==> config.mk <==
export PLATFORM = sky130hd
export DESIGN_NAME = gpio_data_bank
export DESIGN_NICKNAME = d
export VERILOG_FILES = /design/src/rtl/gpio_bank_pkg.sv /design/src/rtl/gpio_in_sync.sv /design/src/rtl/gpio_out_ctl.sv /design/src/rtl/gpio_dir_reg.sv /design/src/rtl/gpio_rd_mux.sv /design/src/rtl/gpio_data_bank.sv
export SDC_FILE = /design/constraint.sdc
export NUM_CORES = 1
export LEC_CHECK = 0
export CAP_MARGIN = 5
export CORE_MARGIN = 1
export CORE_UTILIZATION = 45
export CTS_BUF_LIST = sky130_fd_sc_hd__clkbuf_2
export CTS_CLUSTER_DIAMETER = 100
export DETAILED_ROUTE_END_ITERATION = 6
export PLACE_DENSITY = 0.77
export SYNTH_ARGS = -nofsm -noshare
export SYNTH_HDL_FRONTEND = slang
export SYNTH_SLANG_ARGS = --single-unit
==> constraint.sdc <==
create_clock -name clk -period 1.5 [get_ports clk]
set_input_delay 0.3 -clock clk [delete_from_list [all_inputs] [get_ports clk]]
set_output_delay 0.3 -clock clk [all_outputs]
set_load 0.02 [all_outputs]
==> src/rtl/gpio_bank_pkg.sv <==
package gpio_bank_pkg;

  localparam int unsigned ADDR_W = 3;

  typedef enum logic [ADDR_W-1:0] {
    WSEL_OUT = 3'd0,
    WSEL_SET = 3'd1,
    WSEL_CLR = 3'd2,
    WSEL_TGL = 3'd3,
    WSEL_PIN = 3'd4,
    WSEL_DIR = 3'd5
  } wsel_e;

  function automatic logic is_sel(input logic [ADDR_W-1:0] a, input wsel_e s);
    return a == s;
  endfunction

endpackage

==> src/rtl/gpio_in_sync.sv <==
module gpio_in_sync #(
  parameter int unsigned WIDTH  = 32,
  parameter int unsigned STAGES = 2
) (
  input  logic             clk,
  input  logic             rst,
  input  logic [WIDTH-1:0] async_in,
  output logic [WIDTH-1:0] sync_out
);

  localparam int unsigned LAST = STAGES - 1;

  logic [WIDTH-1:0] stage_q [STAGES];

  for (genvar s = 0; s < STAGES; s++) begin : g_stage
    if (s == 0) begin : g_first
      always_ff @(posedge clk) begin
        if (rst) stage_q[s] <= '0;
        else     stage_q[s] <= async_in;
      end
    end else begin : g_next
      always_ff @(posedge clk) begin
        if (rst) stage_q[s] <= '0;
        else     stage_q[s] <= stage_q[s-1];
      end
    end
  end

  assign sync_out = stage_q[LAST];

endmodule

==> src/rtl/gpio_out_ctl.sv <==
module gpio_out_ctl
  import gpio_bank_pkg::*;
#(
  parameter int unsigned WIDTH = 32
) (
  input  logic              clk,
  input  logic              rst,
  input  logic              wr_en,
  input  logic [ADDR_W-1:0] addr,
  input  logic [WIDTH-1:0]  wr_data,
  output logic [WIDTH-1:0]  out_q
);

  logic [WIDTH-1:0] out_d;
  logic             ld_all, do_set, do_clr, do_tgl;

  always_comb begin
    ld_all = wr_en && is_sel(addr, WSEL_OUT);
    do_set = wr_en && is_sel(addr, WSEL_SET);
    do_clr = wr_en && is_sel(addr, WSEL_CLR);
    do_tgl = wr_en && is_sel(addr, WSEL_TGL);
  end

  // Per-bit next state: the alias words touch only the marked bits.
  for (genvar b = 0; b < WIDTH; b++) begin : g_bit
    always_comb begin
      out_d[b] = out_q[b];
      if (ld_all)                  out_d[b] = wr_data[b];
      else if (do_set && wr_data[b]) out_d[b] = 1'b1;
      else if (do_clr && wr_data[b]) out_d[b] = 1'b0;
      else if (do_tgl && wr_data[b]) out_d[b] = ~out_q[b];
    end
  end

  always_ff @(posedge clk) begin
    if (rst) out_q <= '0;
    else     out_q <= out_d;
  end

endmodule

==> src/rtl/gpio_dir_reg.sv <==
module gpio_dir_reg
  import gpio_bank_pkg::*;
#(
  parameter int unsigned WIDTH = 32
) (
  input  logic              clk,
  input  logic              rst,
  input  logic              wr_en,
  input  logic [ADDR_W-1:0] addr,
  input  logic [WIDTH-1:0]  wr_data,
  output logic [WIDTH-1:0]  dir_q
);

  always_ff @(posedge clk) begin
    if (rst)                                 dir_q <= '0;
    else if (wr_en && is_sel(addr, WSEL_DIR)) dir_q <= wr_data;
  end

endmodule

==> src/rtl/gpio_rd_mux.sv <==
module gpio_rd_mux
  import gpio_bank_pkg::*;
#(
  parameter int unsigned WIDTH = 32
) (
  input  logic              clk,
  input  logic              rst,
  input  logic [ADDR_W-1:0] addr,
  input  logic [WIDTH-1:0]  out_q,
  input  logic [WIDTH-1:0]  dir_q,
  input  logic [WIDTH-1:0]  pin_sync,
  output logic [WIDTH-1:0]  rd_q
);

  logic [WIDTH-1:0] level_view;
  logic [WIDTH-1:0] rd_d;

  // Driven pins report what is driven, the others report the sampled level.
  for (genvar b = 0; b < WIDTH; b++) begin : g_view
    assign level_view[b] = dir_q[b] ? out_q[b] : pin_sync[b];
  end

  always_comb begin
    unique case (addr)
      WSEL_OUT: rd_d = out_q;
      WSEL_PIN: rd_d = level_view;
      WSEL_DIR: rd_d = dir_q;
      default:  rd_d = '0;
    endcase
  end

  always_ff @(posedge clk) begin
    if (rst) rd_q <= '0;
    else     rd_q <= rd_d;
  end

endmodule

==> src/rtl/gpio_data_bank.sv <==
module gpio_data_bank
  import gpio_bank_pkg::*;
#(
  parameter int unsigned NPINS       = 32,
  parameter int unsigned SYNC_STAGES = 2
) (
  input  logic              clk,
  input  logic              rst,
  input  logic [ADDR_W-1:0] addr,
  input  logic              wr_en,
  input  logic [NPINS-1:0]  wr_data,
  output logic [NPINS-1:0]  rd_data,
  input  logic [NPINS-1:0]  pin_in,
  output logic [NPINS-1:0]  pin_out,
  output logic [NPINS-1:0]  pin_oe
);

  logic [NPINS-1:0] out_q;
  logic [NPINS-1:0] dir_q;
  logic [NPINS-1:0] pin_sync;

  gpio_in_sync #(.WIDTH(NPINS), .STAGES(SYNC_STAGES)) u_sync (
    .clk      (clk),
    .rst      (rst),
    .async_in (pin_in),
    .sync_out (pin_sync)
  );

  gpio_out_ctl #(.WIDTH(NPINS)) u_out (
    .clk     (clk),
    .rst     (rst),
    .wr_en   (wr_en),
    .addr    (addr),
    .wr_data (wr_data),
    .out_q   (out_q)
  );

  gpio_dir_reg #(.WIDTH(NPINS)) u_dir (
    .clk     (clk),
    .rst     (rst),
    .wr_en   (wr_en),
    .addr    (addr),
    .wr_data (wr_data),
    .dir_q   (dir_q)
  );

  gpio_rd_mux #(.WIDTH(NPINS)) u_rd (
    .clk      (clk),
    .rst      (rst),
    .addr     (addr),
    .out_q    (out_q),
    .dir_q    (dir_q),
    .pin_sync (pin_sync),
    .rd_q     (rd_data)
  );

  assign pin_out = out_q;
  assign pin_oe  = dir_q;

endmodule

---- Word level (Yosys, flattened, before mapping) ----
Memory sizes are Yosys's and may differ from the RTL's.
Cells that the tools add are included.
word-level totals
  register bits after elaboration ......... 96
  RAM bits ................................ 64
  bits of input ports ..................... 70
  output and inout port bits .............. 96
  logic and storage cells ................. 374
  memories ................................ 1
memory list
  name            words  bits a word  read ports  clocked after memory_dff  write ports  line                source
  u_sync.stage_q  2      32           2           0                         2            gpio_in_sync.sv:13  logic [WIDTH-1:0] stage_q [STAGES];
operators by class
  equality and inequality tests ........... 5
  muxes and demuxes ....................... 166
  bitwise gates (word level) .............. 34
  reductions and logical operators ........ 134
operator list
  kind                                           count
  2-to-1 mux 1 bit                               163
  nonzero test 4 bit                             32
  logical AND 1 bit                              101
  case mux 32 bit (3 select lines)               1
  2-to-1 mux 32 bit                              2
  NOT 1 bit                                      32
  == test 3 x 2 -> 1 bit, second input constant  2
  == test 3 bit, second input constant           2
  == test 3 x 1 -> 1 bit, second input constant  1
  logical NOT 3 bit                              1
  bitwise OR 1 bit                               2

---- Depth between registers and ports, before layout ----
Gate-level depths: netlist (run 1).
  word-level depth ........................ 7
  gate-level depth with buffers ........... 6

---- Cells and area by module ----
From an unflattened synthesis (run 1), not the netlist that was laid out.
second synthesis, totals
  cell total of the unflattened synthesis .. 743
  area total of the unflattened synthesis .. 7244.4 sq um
by module, submodules not included
  module        times used  cells each  area an instance (sq um)
  gpio_out_ctl  1           282         2140.8
  gpio_in_sync  1           135         1918.1
  gpio_rd_mux   1           186         1715.4
  gpio_dir_reg  1           140         1470.2

---- Worst setup path after synthesis (run 1) ----
OpenSTA, ideal clock, no wires.
  kind .................................... input to register
  from .................................... input port addr[0]
  to ...................................... register u_out.out_q[10]
  library setup time ...................... 0.121 ns
  arrival ................................. 1.204 ns
  data required time ...................... 1.379 ns
  slack ................................... 0.175 ns
  cell stages on the path ................. 5
  buffers on the path ..................... 2
  path through ............................ buf_4 -> nor4b_4 -> clkbuf_1 -> or4b_1 -> nand3_1
between the ends
  cells in the longest elaborated chain, start to end .. 6
  elaborated cells between the ends (all ways) .. 15
  those cells by class .................... eq/ne: 3; mux: 3; reduce/logical: 9
RTL lines
  element                 line                 source
  start, declared         gpio_data_bank.sv:9  input logic [ADDR_W-1:0] addr,
  == test 3 x 2 -> 1 bit  gpio_bank_pkg.sv:15  return a == s;
  logical AND 1 bit       gpio_out_ctl.sv:20   do_clr = wr_en && is_sel(addr, WSEL_CLR);
  logical AND 1 bit       gpio_out_ctl.sv:30   else if (do_clr && wr_data[b]) out_d[b] = 1'b0;
  2-to-1 mux 1 bit        gpio_out_ctl.sv:30
  2-to-1 mux 1 bit        gpio_out_ctl.sv:29   else if (do_set && wr_data[b]) out_d[b] = 1'b1;
  2-to-1 mux 1 bit        gpio_out_ctl.sv:28   if (ld_all) out_d[b] = wr_data[b];
  end signal, assigned    gpio_out_ctl.sv:37   else out_q <= out_d;
  end, declared           gpio_out_ctl.sv:11   output logic [WIDTH-1:0] out_q
Parallel ways exist; a longest one is shown, timed or not.
A chain may end at the register's enable or synchronous reset.

---- Worst setup path in the final report (run 1) ----
  from .................................... register u_dir.dir_q[7]
  to ...................................... output port pin_oe[7]
RTL lines
  element                 line                  source
  start, declared         gpio_dir_reg.sv:11    output logic [WIDTH-1:0] dir_q
  start signal, assigned  gpio_dir_reg.sv:16    else if (wr_en && is_sel(addr, WSEL_DIR)) dir_q <= wr_data;
  end, declared           gpio_data_bank.sv:15  output logic [NPINS-1:0] pin_oe
No word-level cell between the ends.

==> results of run 1 <==
cells by family after synthesis:
logic type             after synthesis
and+or+nand+nor                    331
DFF                                160
AOI/OAI and AO/OA                  135
buffers and inverters               57
per-layer routing:
layer / global-route usage, % / vias up / part of all wire, %
met1: 33.0 / 2951 / 42
met5: 0 / - / 0
li1: - / 2902 / -
met2: 46.2 / 287 / 49
met4: 13.0 / 0 / 2.8
met3: 5.66 / 45 / 5.7
power groups by stage:
stage	sequential [W]	combinational (W)	clock (W)
finish	0.00450	0.00128	0.00236
global placement	0.00460	0.00109	0
global route	0.00451	0.00136	0.00262
CTS	0.00450	0.00124	0.00239
floorplan	0.00468	0.000406	0
detailed placement	0.00461	0.00112	0
registers in the layout, summed over array words and instances (netlist names):
signal and flops:
u_out.out_q 32, u_dir.dir_q 32, u_sync.stage_q 64, u_rd.rd_q 32
cell usage after synthesis (6+ instances only):
master	n	area [um2]
a21oi_1	44	220
nand2_1	70	263
a22o_2	18	180
a22o_1	8	70.1
nor3_1	6	30.0
buf_2	17	85.1
nor2b_1	70	438
o211ai_1	6	45.0
nand2b_1	37	231
or4b_1	21	210
nor2_1	27	101
clkbuf_1	28	105
a31oi_1	6	37.5
nand4b_1	27	236
nand3_1	26	130
dfxtp_1	160	3200
nand3b_1	7	52.6
nand4_1	26	163
o21ai_0	52	260
final timing paths:
path	end	slack, ns	depth (start not counted)
setup / recovery	pin_oe[7]	-0.06	1
hold / removal	u_sync.stage_q[0][6]	0.09	2
setup reg to reg	u_out.out_q[24]	0.17	4
hold reg to reg	u_sync.stage_q[1][10]	0.45	1
worst reg2reg max path, stage by stage (launching register included):
cell     delay (ns)
dfxtp_2        0.39
buf_4          0.10
buf_4          0.12
or4b_2         0.58
nand3_1        0.10
final cells by class:
class	instances	area, um2
timing repair buffer	287	2840
antenna	2	5.00
fill	1038	3940
sequential	160	3380
clock buffer	17	85.1
tap	176	220
inverter	2	7.51
clock inverter	15	159
multi-input combinational	466	2820
stage by stage:
step           power (W)  cells  util (%)  hold WS (ns)
4_1_cts          0.00813   1110      69.8       0.00728
5_1_grt          0.00850   1124      70.7       0.00447
2_1_floorplan    0.00509    683         -         0.414
3_3_place_gp     0.00570   1029      63.1         0.418
6_report         0.00813   1125      70.7        0.0933
3_5_place_dp     0.00573   1029      63.1         0.424
repair_timing:
action | in CTS | in global routing
hold endpoints to repair | 8 | 6
gates resized for setup | 692 | 4
setup endpoints to repair | 96 | 96
hold buffers | 1 | 6
setup buffers | 48 | 7
==> summary.log, run 1 <==
qor: sta.final.setup_skew 0.0319 ns
qor: sta.setup_violations 79
qor: sta.grt_setup_unrepaired true
qor: logic_synthesis.synth_simple_gate_area_share 31.8%
qor: clock_tree.cts-root-buf clkbuf_2
qor: critical_path.critPathLaunchType flip-flop
qor: pwr.p_sw 0.00227 W
qor: sta.final_critical_path_setup_slack -0.0600 ns
qor: clock_tree.max-clock-path-buffers 2
qor: logic_synthesis.seq_area_frac_synth 50.8%
qor: cells_and_area.layout.cells.most_common buf_4
qor: sta.period_share 104%
qor: status.violations negative setup slack
qor: drt.detail_route.first_pass.iterations 7
qor: drt.detail_route.vias_per_cell 5.50
qor: pwr.clk_network_pwr_share 29.0%
qor: critical_path.criticalPathCategory flip-flop to output pin
qor: logic_synthesis.synth-main-ff-cell dfxtp_1
qor: clock_tree.number_of_buffers_added_by_the_clock_tree_synthesis_step 17
qor: cells_and_area.flow.area_growth_from_synthesis 51.0%
qor: logic_synthesis.muxShareOfSynthArea 0%
qor: clock_tree.insertion_delay 0.72 ns
qor: logic_synthesis.synth_warnings 0
qor: drt.detail_route.iter0.violations 660
qor: logic_synthesis.synth-compound-area-share 13.0%
qor: global_routing.grt_pass1_vias 6039
qor: critical_path.critical_path.max_fanout 4
qor: logic_synthesis.combinational_family_with_the_most_area_after_synthesis simple AND/OR/NAND/NOR gates
qor: die.fp.dieW 120 um
qor: critical_path.regToRegStartpoint u_out.out_q[24]
qor: critical_path.worst-path-buf-inv 1
qor: drt.post-route-drc-count 0
qor: drt.routedWlPerCell 17.3 um
qor: sta.drv_slew 0
qor: logic_synthesis.async_set_or_reset_register_ratio_after_synthesis 0%
qor: cells_and_area.final_area 0.00952 mm2
qor: pwr.power.ir.vdd_worst 0.497 mV
qor: pwr.sequentialPowerShare 55.3%
qor: sta.timing_hold_violations_final 0
qor: global_routing.grt_start_max_net_pins 61
qor: drt.vias 6185
qor: worst_hold_path.min_from pin_in[6]
qor: critical_path.timing.critical_path.slowest_cell_delay 0.41 ns
qor: die.std_cell_rows 42
qor: sta.finalWorstPathRequiredPeriod 1.56 ns
qor: pwr.leakage_power 3.85 nW
qor: die.design.die.area 0.0145 mm2
qor: critical_path.cp-startpoint u_dir.dir_q[7]
qor: die.design.core.area 0.0135 mm2
qor: cells_and_area.num-nets-final 1004
qor: sta.totalNegativeSetupSlack -2.29 ns
qor: clock_tree.cts-htree-levels 4
qor: clock_tree.tritoncts yes
qor: die.ioPinCount 166
qor: pwr.p_per_area 854 mW/mm2
qor: critical_path.worst-endpoint-arrival 1.26 ns
qor: cells_and_area.leading_cell_types_in_the_layout_fill_and_taps_excluded 105 x buf_4, 96 x buf_6, 72 x dfxtp_2
qor: logic_synthesis.edff_count_synth 0
qor: logic_synthesis.postSynthRegisterBits 160
qor: critical_path.path_delay_family flip-flops
qor: die.fp.dieH 120 um
qor: logic_synthesis.synth_nets 753
qor: drt.drt-total-wl 19.4 mm
qor: pwr.int_power 0.00585 W
qor: clock_tree.clock-sinks 160
qor: placed_design.final_hpwl_dp 12.6 mm
qor: logic_synthesis.synth.avg_cell_area 9.23 um2
qor: logic_synthesis.post_synth_fa_ha_maj_area_fraction 0%
qor: global_routing.global_route.overflow_total 0
qor: logic_synthesis.post_synth_xor_area_fraction 0%
qor: placed_design.globalplace.congestion 0.865
qor: sta.max_slew_margin 62.2%
qor: critical_path.endpoint_kind output pin
qor: logic_synthesis.ys_types 33
qor: critical_path.worst_ep_required_time 1.20 ns
qor: pwr.comb_power_share 15.7%
qor: status.run_status finished, violations left
qor: critical_path.critical_path.slowest_cell dfxtp_4
qor: sta.timing_worst_slew_pin_value 0.565 ns
qor: clock_tree.clk_pin_slew 0.24 ns
qor: global_routing.globalRouteTotalUtil 27.3%
qor: run.max_cap_viol_count 0
qor: cells_and_area.post_route_cells_drive_above_1_share 38.6%
qor: critical_path.critical_path.cell_chain buf_6
qor: die.effective_utilization_at_floorplan 46.8%
qor: worst_hold_path.hold_path.class input pin to flip-flop
qor: sta.timing.fmax 0.641 GHz
qor: placed_design.placement.setup.worst_slack -0.411 ns
qor: global_routing.antenna_found_initial 2
qor: global_routing.grt_first_pass_wirelength 30.5 mm
qor: drt.antenna_violating_nets_post_route 0
qor: logic_synthesis.syn_inst 683
qor: placed_design.port-buffer-count 165
qor: pwr.power_switching_share 28.0%
qor: placed_design.placement.cell_area 0.00848 mm2
qor: logic_synthesis.synth.cell_area 0.00630 mm2
Power figures use the tool's default switching activity.
==> run 2: changes to the inputs <==
--- a/config.mk
+++ b/config.mk
@@ -9,9 +9,9 @@
 export CORE_MARGIN = 1
 export CORE_UTILIZATION = 45
 export CTS_BUF_LIST = sky130_fd_sc_hd__clkbuf_2
-export CTS_CLUSTER_DIAMETER = 100
 export DETAILED_ROUTE_END_ITERATION = 6
-export PLACE_DENSITY = 0.77
+export GPL_ROUTABILITY_DRIVEN = 0
+export PLACE_DENSITY = 0.8
 export SYNTH_ARGS = -nofsm -noshare
 export SYNTH_HDL_FRONTEND = slang
 export SYNTH_SLANG_ARGS = --single-unit
==> constraint.sdc (replaced) <==
create_clock -name clk -period 1.4 [get_ports clk]
set_input_delay 0.28 -clock clk [delete_from_list [all_inputs] [get_ports clk]]
set_output_delay 0.28 -clock clk [all_outputs]
set_load 0.02 [all_outputs]
==> run 2 against run 1 <==
The run still ends with negative setup slack left. Global-route usage is 0.41 points higher. Flip-flop and latch count did not move. Largest cell class unchanged. Largest power group unchanged. Combinational power grew 10%. Critical endpoint is now pin_oe[5]. Clock skew shrank 0.0097 ns. Sequential share of layout area down 0.63 points. Final area grew 0.83%. Clock-buffer cell count increased by 1. Non-clock buffer count up 11. Via count increased by 3.5%. Core utilization increased by 0.59 points.
==> summary.log, run 2 (same netlist as run 1, synthesis figures left out) <==
qor: sta.final_critical_path_setup_slack -0.144 ns
qor: global_routing.global_route.overflow_total 0
qor: critical_path.criticalPathCategory flip-flop to output pin
qor: cells_and_area.final_area 0.00960 mm2
qor: pwr.power.ir.vdd_worst 0.546 mV
qor: clock_tree.number_of_buffers_added_by_the_clock_tree_synthesis_step 17
qor: die.ioPinCount 166
qor: clock_tree.tritoncts yes
qor: critical_path.critPathCapture pin_oe[5]
qor: global_routing.antenna_found_initial 1
qor: cells_and_area.layout.cells.most_common buf_4
qor: critical_path.timing.critical_path.slowest_cell_delay 0.41 ns
qor: drt.vias 6403
qor: die.fp.dieW 120 um
qor: clock_tree.cts-htree-levels 4
qor: cells_and_area.leading_cell_types_in_the_layout_fill_and_taps_excluded 122 x buf_4, 96 x buf_6, 85 x dfxtp_2
qor: placed_design.port-buffer-count 165
qor: die.effective_utilization_at_floorplan 46.8%
qor: cells_and_area.post_route_cells_drive_above_1_share 40.2%
qor: worst_hold_path.hold_path.class input pin to flip-flop
qor: cells_and_area.top_register u_sync.stage_q
qor: placed_design.final_hpwl_dp 12.8 mm
qor: clock_tree.insertion_delay 0.72 ns
qor: run.max_cap_viol_count 0
qor: cells_and_area.num-nets-final 1015
qor: die.design.die.area 0.0145 mm2
qor: status.violations negative setup slack
qor: status.run_status finished, violations left
qor: cells_and_area.fillerInstances 969
qor: placed_design.placement.cell_area 0.00867 mm2
qor: critical_path.worst_ep_required_time 1.12 ns
qor: cells_and_area.flow.area_growth_from_synthesis 52.3%
qor: sta.timing_hold_violations_final 0
qor: drt.routedWlPerCell 18.0 um
qor: critical_path.endpoint_kind output pin
qor: global_routing.grt_start_max_net_pins 34
qor: drt.detail_route.first_pass.iterations 5
qor: sta.setup_violations 96
qor: critical_path.cp-startpoint u_dir.dir_q[5]
qor: critical_path.critPathLaunchType flip-flop
qor: critical_path.path_delay_family flip-flops
qor: drt.drt-total-wl 20.4 mm
qor: clock_tree.max-clock-path-buffers 2
qor: clock_tree.clock-sinks 160
qor: pwr.p_per_area 944 mW/mm2
qor: drt.detail_route.vias_per_cell 5.64
qor: critical_path.critical_path.slowest_cell dfxtp_4
qor: die.std_cell_rows 42
qor: sta.final.setup_skew 0.0222 ns
qor: sta.grt_setup_unrepaired true
qor: die.design.core.area 0.0135 mm2
qor: cells_and_area.largest_reg_flops 64
qor: global_routing.globalRouteTotalUtil 27.7%
qor: critical_path.crit_cells 1
qor: drt.post-route-drc-count 0
qor: clock_tree.clk_pin_slew 0.23 ns
qor: global_routing.grt_first_pass_wirelength 31.3 mm
qor: die.fp.dieH 120 um
qor: critical_path.critical_path.cell_chain buf_6
qor: sta.timing.fmax 0.648 GHz
qor: drt.antenna_violating_nets_post_route 0
qor: pwr.leakage_power 3.95 nW
qor: sta.max_slew_margin 55.2%
qor: cells_and_area.post_layout_nonfiller_instances 1135
qor: critical_path.critical_path.max_fanout 4
qor: clock_tree.cts-root-buf clkbuf_2
qor: placed_design.dpl.cell_count 1054
qor: drt.detail_route.iter0.violations 811
qor: global_routing.grt_pass1_vias 6080
qor: sta.period_share 110%
qor: critical_path.worst-endpoint-arrival 1.26 ns
qor: critical_path.reg2regPathDepth 4
qor: critical_path.regToRegStartpoint u_out.out_q[25]
qor: sta.timing_worst_slew_pin_value 0.667 ns
qor: sta.finalWorstPathRequiredPeriod 1.54 ns
qor: sta.drv_slew 0
qor: critical_path.reg2reg_to u_out.out_q[25]
qor: critical_path.worst-path-buf-inv 1
qor: critical_path.setup.reg_to_reg.worst_slack 0.05 ns
-- run 2: changes by cell type in the layout (fill, tap and decap cells not counted), moves of 2 or more --
| cell | before | now |
|---|---|---|
| buf_4 | 105 | 122 |
| dfxtp_2 | 72 | 85 |
| dfxtp_4 | 24 | 11 |
| dlygate4sd3_1 | 7 | 1 |
| inv_6 | 4 | 0 |
| bufinv_16 | 2 | 4 |
| clkinv_2 | 1 | 3 |
-- run 2: cell type report --
| type | count | area [um2] | share of cell area [%] |
|---|---|---|---|
| flip-flops and latches | 160 | 3350 | 34.9 |
| repair buffers | 298 | 2900 | 30.3 |
| multi-input cells | 466 | 2830 | 29.5 |
| well taps | 176 | 220 | 2.29 |
| clock inverters | 14 | 191 | 2.00 |
| clock buffers | 18 | 90.1 | 0.939 |
| inverters | 2 | 7.51 | 0.0782 |
| diodes | 1 | 2.50 | 0.0261 |
-- run 2: worst min path at each step --
| stage | from | end | slack, ns | depth (start not counted) |
|---|---|---|---|---|
| floorplan | pin_in[0] | u_sync.stage_q[0][0] | 0.41 | 1 |
| global placement | u_sync.stage_q[0][27] | u_sync.stage_q[1][27] | 0.42 | 1 |
| detailed placement | u_sync.stage_q[0][2] | u_sync.stage_q[1][2] | 0.42 | 1 |
| CTS | pin_in[24] | u_sync.stage_q[0][24] | 0.02 | 2 |
| global route | pin_in[24] | u_sync.stage_q[0][24] | 0.004 | 2 |
| finish | pin_in[24] | u_sync.stage_q[0][24] | 0.08 | 2 |
-- run 2: where the power goes --
part | internal, W | leakage, nW | switching [W]
Clock | 0.00117 | 0.156 | 0.00165
Combinational | 0.000738 | 2.43 | 0.000674
Sequential | 0.00473 | 1.36 | 0.0000936
Total | 0.00665 | 3.95 | 0.00241
-- run 2: per-stage QoR --
step	power [W]	setup WS (ns)	util, %	setup TNS (ns)	hold slack [ns]
3_3_place_gp	0.00614	-0.496	64.5	-39.86	0.420
5_1_grt	0.00939	-0.226	71.3	-17.24	0.00381
4_1_cts	0.00902	-0.192	70.6	-14.10	0.0197
2_1_floorplan	0.00545	0.0951	-	0	0.408
3_5_place_dp	0.00618	-0.515	64.5	-41.24	0.420
6_report	0.00906	-0.144	71.3	-9.54	0.0787
-- run 2: repair_timing --
item	CTS	global route
buffers inserted	37	10
resized for setup	683	4
hold buffers	1	0
hold endpoints to repair	3	0
endpoints found under the setup margin	96	96
-- run 2: routing by layer --
metal,global-route usage [%],part of all wire [%]
met2,45.6,48
met4,13.4,3.1
met1,34.4,40
met3,5.85,8.4
met5,0,0
==> run 3: changes to the inputs <==
--- a/config.mk
+++ b/config.mk
@@ -10,8 +10,9 @@
 export CORE_UTILIZATION = 45
 export CTS_BUF_LIST = sky130_fd_sc_hd__clkbuf_2
 export DETAILED_ROUTE_END_ITERATION = 6
-export GPL_ROUTABILITY_DRIVEN = 0
+export GPL_ROUTABILITY_DRIVEN = 1
 export PLACE_DENSITY = 0.8
+export SKIP_CTS_REPAIR_TIMING = 1
 export SYNTH_ARGS = -nofsm -noshare
 export SYNTH_HDL_FRONTEND = slang
 export SYNTH_SLANG_ARGS = --single-unit
==> run 3 against run 2 <==
The flow still finishes with violations (negative setup slack). Final area shrank 0.83%. Sequential power is essentially flat. Hold slack lost 0.012 ns. Combinational power is essentially flat.
==> summary.log, run 3 (same netlist as run 1, synthesis figures left out) <==
qor: sta.timing_hold_violations_final 0
qor: clock_tree.cts-root-buf clkbuf_2
qor: drt.detail_route.iter0.violations 673
qor: clock_tree.clock-sinks 160
qor: run.max_cap_viol_count 0
qor: die.fp.dieH 120 um
qor: global_routing.antenna_found_initial 1
qor: placed_design.port-buffer-count 165
qor: cells_and_area.largest_reg_flops 64
qor: critical_path.critPathLaunchType flip-flop
qor: critical_path.critical_path.cell_chain buf_6
qor: critical_path.timing.critical_path.slowest_cell_delay 0.43 ns
qor: cells_and_area.top_register u_sync.stage_q
qor: critical_path.worst_ep_required_time 1.12 ns
qor: critical_path.regToRegStartpoint u_out.out_q[11]
qor: critical_path.worst-endpoint-arrival 1.30 ns
qor: clock_tree.number_of_buffers_added_by_the_clock_tree_synthesis_step 17
qor: cells_and_area.fillerInstances 1001
qor: drt.post-route-drc-count 0
qor: clock_tree.insertion_delay 0.74 ns
qor: critical_path.criticalPathCategory flip-flop to output pin
qor: clock_tree.tritoncts yes
qor: sta.grt_setup_unrepaired true
qor: sta.timing_worst_slew_pin_value 0.621 ns
qor: clock_tree.max-clock-path-buffers 2
qor: critical_path.worst-path-buf-inv 1
qor: critical_path.endpoint_kind output pin
qor: die.std_cell_rows 42
qor: die.ioPinCount 166
qor: cells_and_area.flow.area_growth_from_synthesis 51.0%
qor: cells_and_area.final_core_util 70.7%
qor: sta.max_slew_margin 58.5%
qor: critical_path.cp-startpoint u_dir.dir_q[11]
qor: drt.vias 6308
qor: worst_hold_path.hold_path.class input pin to flip-flop
qor: sta.drv_slew 0
qor: placed_design.placement.setup.worst_slack -0.531 ns
qor: cells_and_area.layout.cells.most_common buf_4
qor: global_routing.globalRouteTotalUtil 26.1%
qor: critical_path.critical_path.max_fanout 3
qor: critical_path.path_delay_family flip-flops
qor: global_routing.global_route.overflow_total 0
qor: clock_tree.clk_pin_slew 0.24 ns
qor: drt.antenna_violating_nets_post_route 0
qor: cells_and_area.post_route_cells_drive_above_1_share 39.1%
qor: drt.routedWlPerCell 17.9 um
qor: global_routing.grt_first_pass_wirelength 29.2 mm
qor: status.run_status finished, violations left
qor: pwr.p_per_area 967 mW/mm2
qor: worst_hold_path.min_from pin_in[26]
qor: clock_tree.cts-htree-levels 4
qor: die.effective_utilization_at_floorplan 46.8%
qor: status.violations negative setup slack
qor: drt.detail_route.vias_per_cell 5.63
qor: sta.timing.fmax 0.634 GHz
qor: global_routing.grt_pass1_vias 5783
qor: placed_design.globalplace.congestion 0.870
qor: die.design.die.area 0.0145 mm2
qor: die.design.core.area 0.0135 mm2
qor: placed_design.final_hpwl_dp 13.1 mm
qor: pwr.leakage_power 3.88 nW
qor: sta.period_share 113%
qor: cells_and_area.num-nets-final 1001
qor: sta.final.setup_skew 0.0308 ns
qor: die.fp.dieW 120 um
qor: drt.detail_route.first_pass.iterations 5
qor: global_routing.grt_start_max_net_pins 36
qor: sta.finalWorstPathRequiredPeriod 1.58 ns
qor: sta.final_critical_path_setup_slack -0.177 ns
qor: drt.drt-total-wl 20.1 mm
qor: critical_path.critical_path.slowest_cell dfxtp_2
qor: pwr.power.ir.vdd_worst 0.483 mV
qor: sta.setup_violations 96
qor: cells_and_area.leading_cell_types_in_the_layout_fill_and_taps_excluded 107 x buf_4, 96 x buf_6, 81 x dfxtp_2
-- run 3: cell types whose count changed in the layout (fill, tap and decap cells not counted) --
cell / change
buf_4: -15
bufinv_16: +1
clkinv_4: -3
dfxtp_2: -4
dfxtp_4: +4
dlygate4sd3_1: +1
inv_6: +2
nand3_1: +1
nand3_2: -1
or4b_2: +1
or4b_4: -1
-- run 3: routing by layer --
layer / up-vias / global-route usage [%] / wire length (um)
met1: 3017 / 32.4 / 8280
met2: 327 / 42.5 / 9600
met3: 71 / 5.19 / 1520
met4: 0 / 14.4 / 688
li1: 2893 / - / -
met5: - / 0 / 0
-- run 3: final cells by class --
class / instances / area [um2] / area share, %
Clock buffer: 18 / 90.1 / 0.947
Inverter: 2 / 7.51 / 0.0789
Sequential cell: 160 / 3360 / 35.3
Clock inverter: 14 / 213 / 2.24
Multi-Input combinational cell: 466 / 2820 / 29.7
Timing Repair Buffer: 284 / 2800 / 29.4
Tap cell: 176 / 220 / 2.31
Antenna cell: 1 / 2.50 / 0.0263
-- run 3: worst paths after layout --
path                            cells past startpoint  slack (ns)                    end
worst max-delay path                                1       -0.18             pin_oe[11]
worst min-delay path                                2        0.07  u_sync.stage_q[0][26]
worst max register to register                      5        0.11          u_rd.rd_q[11]
worst min register to register                      1        0.46   u_sync.stage_q[1][5]
-- run 3: power by group --
| group | internal (W) | switching (W) | total, W |
|---|---|---|---|
| logic | 0.000724 | 0.000654 | 0.00138 |
| clock network | 0.00136 | 0.00164 | 0.00299 |
| registers | 0.00473 | 0.000101 | 0.00483 |
-- run 3: per-stage QoR --
step / hold slack (ns) / instance area, um2 / power [W] / std cells / setup TNS [ns]
3_3_place_gp: 0.420 / 8660 / 0.00615 / 1053 / -39.17
4_1_cts: -0.164 / 8970 / 0.00912 / 1085 / -66.07
2_1_floorplan: 0.408 / 6300 / 0.00545 / 683 / 0
3_5_place_dp: 0.425 / 8660 / 0.00618 / 1053 / -42.24
5_1_grt: -0.00956 / 9520 / 0.00952 / 1121 / -19.66
6_report: 0.0668 / 9520 / 0.00920 / 1121 / -11.82
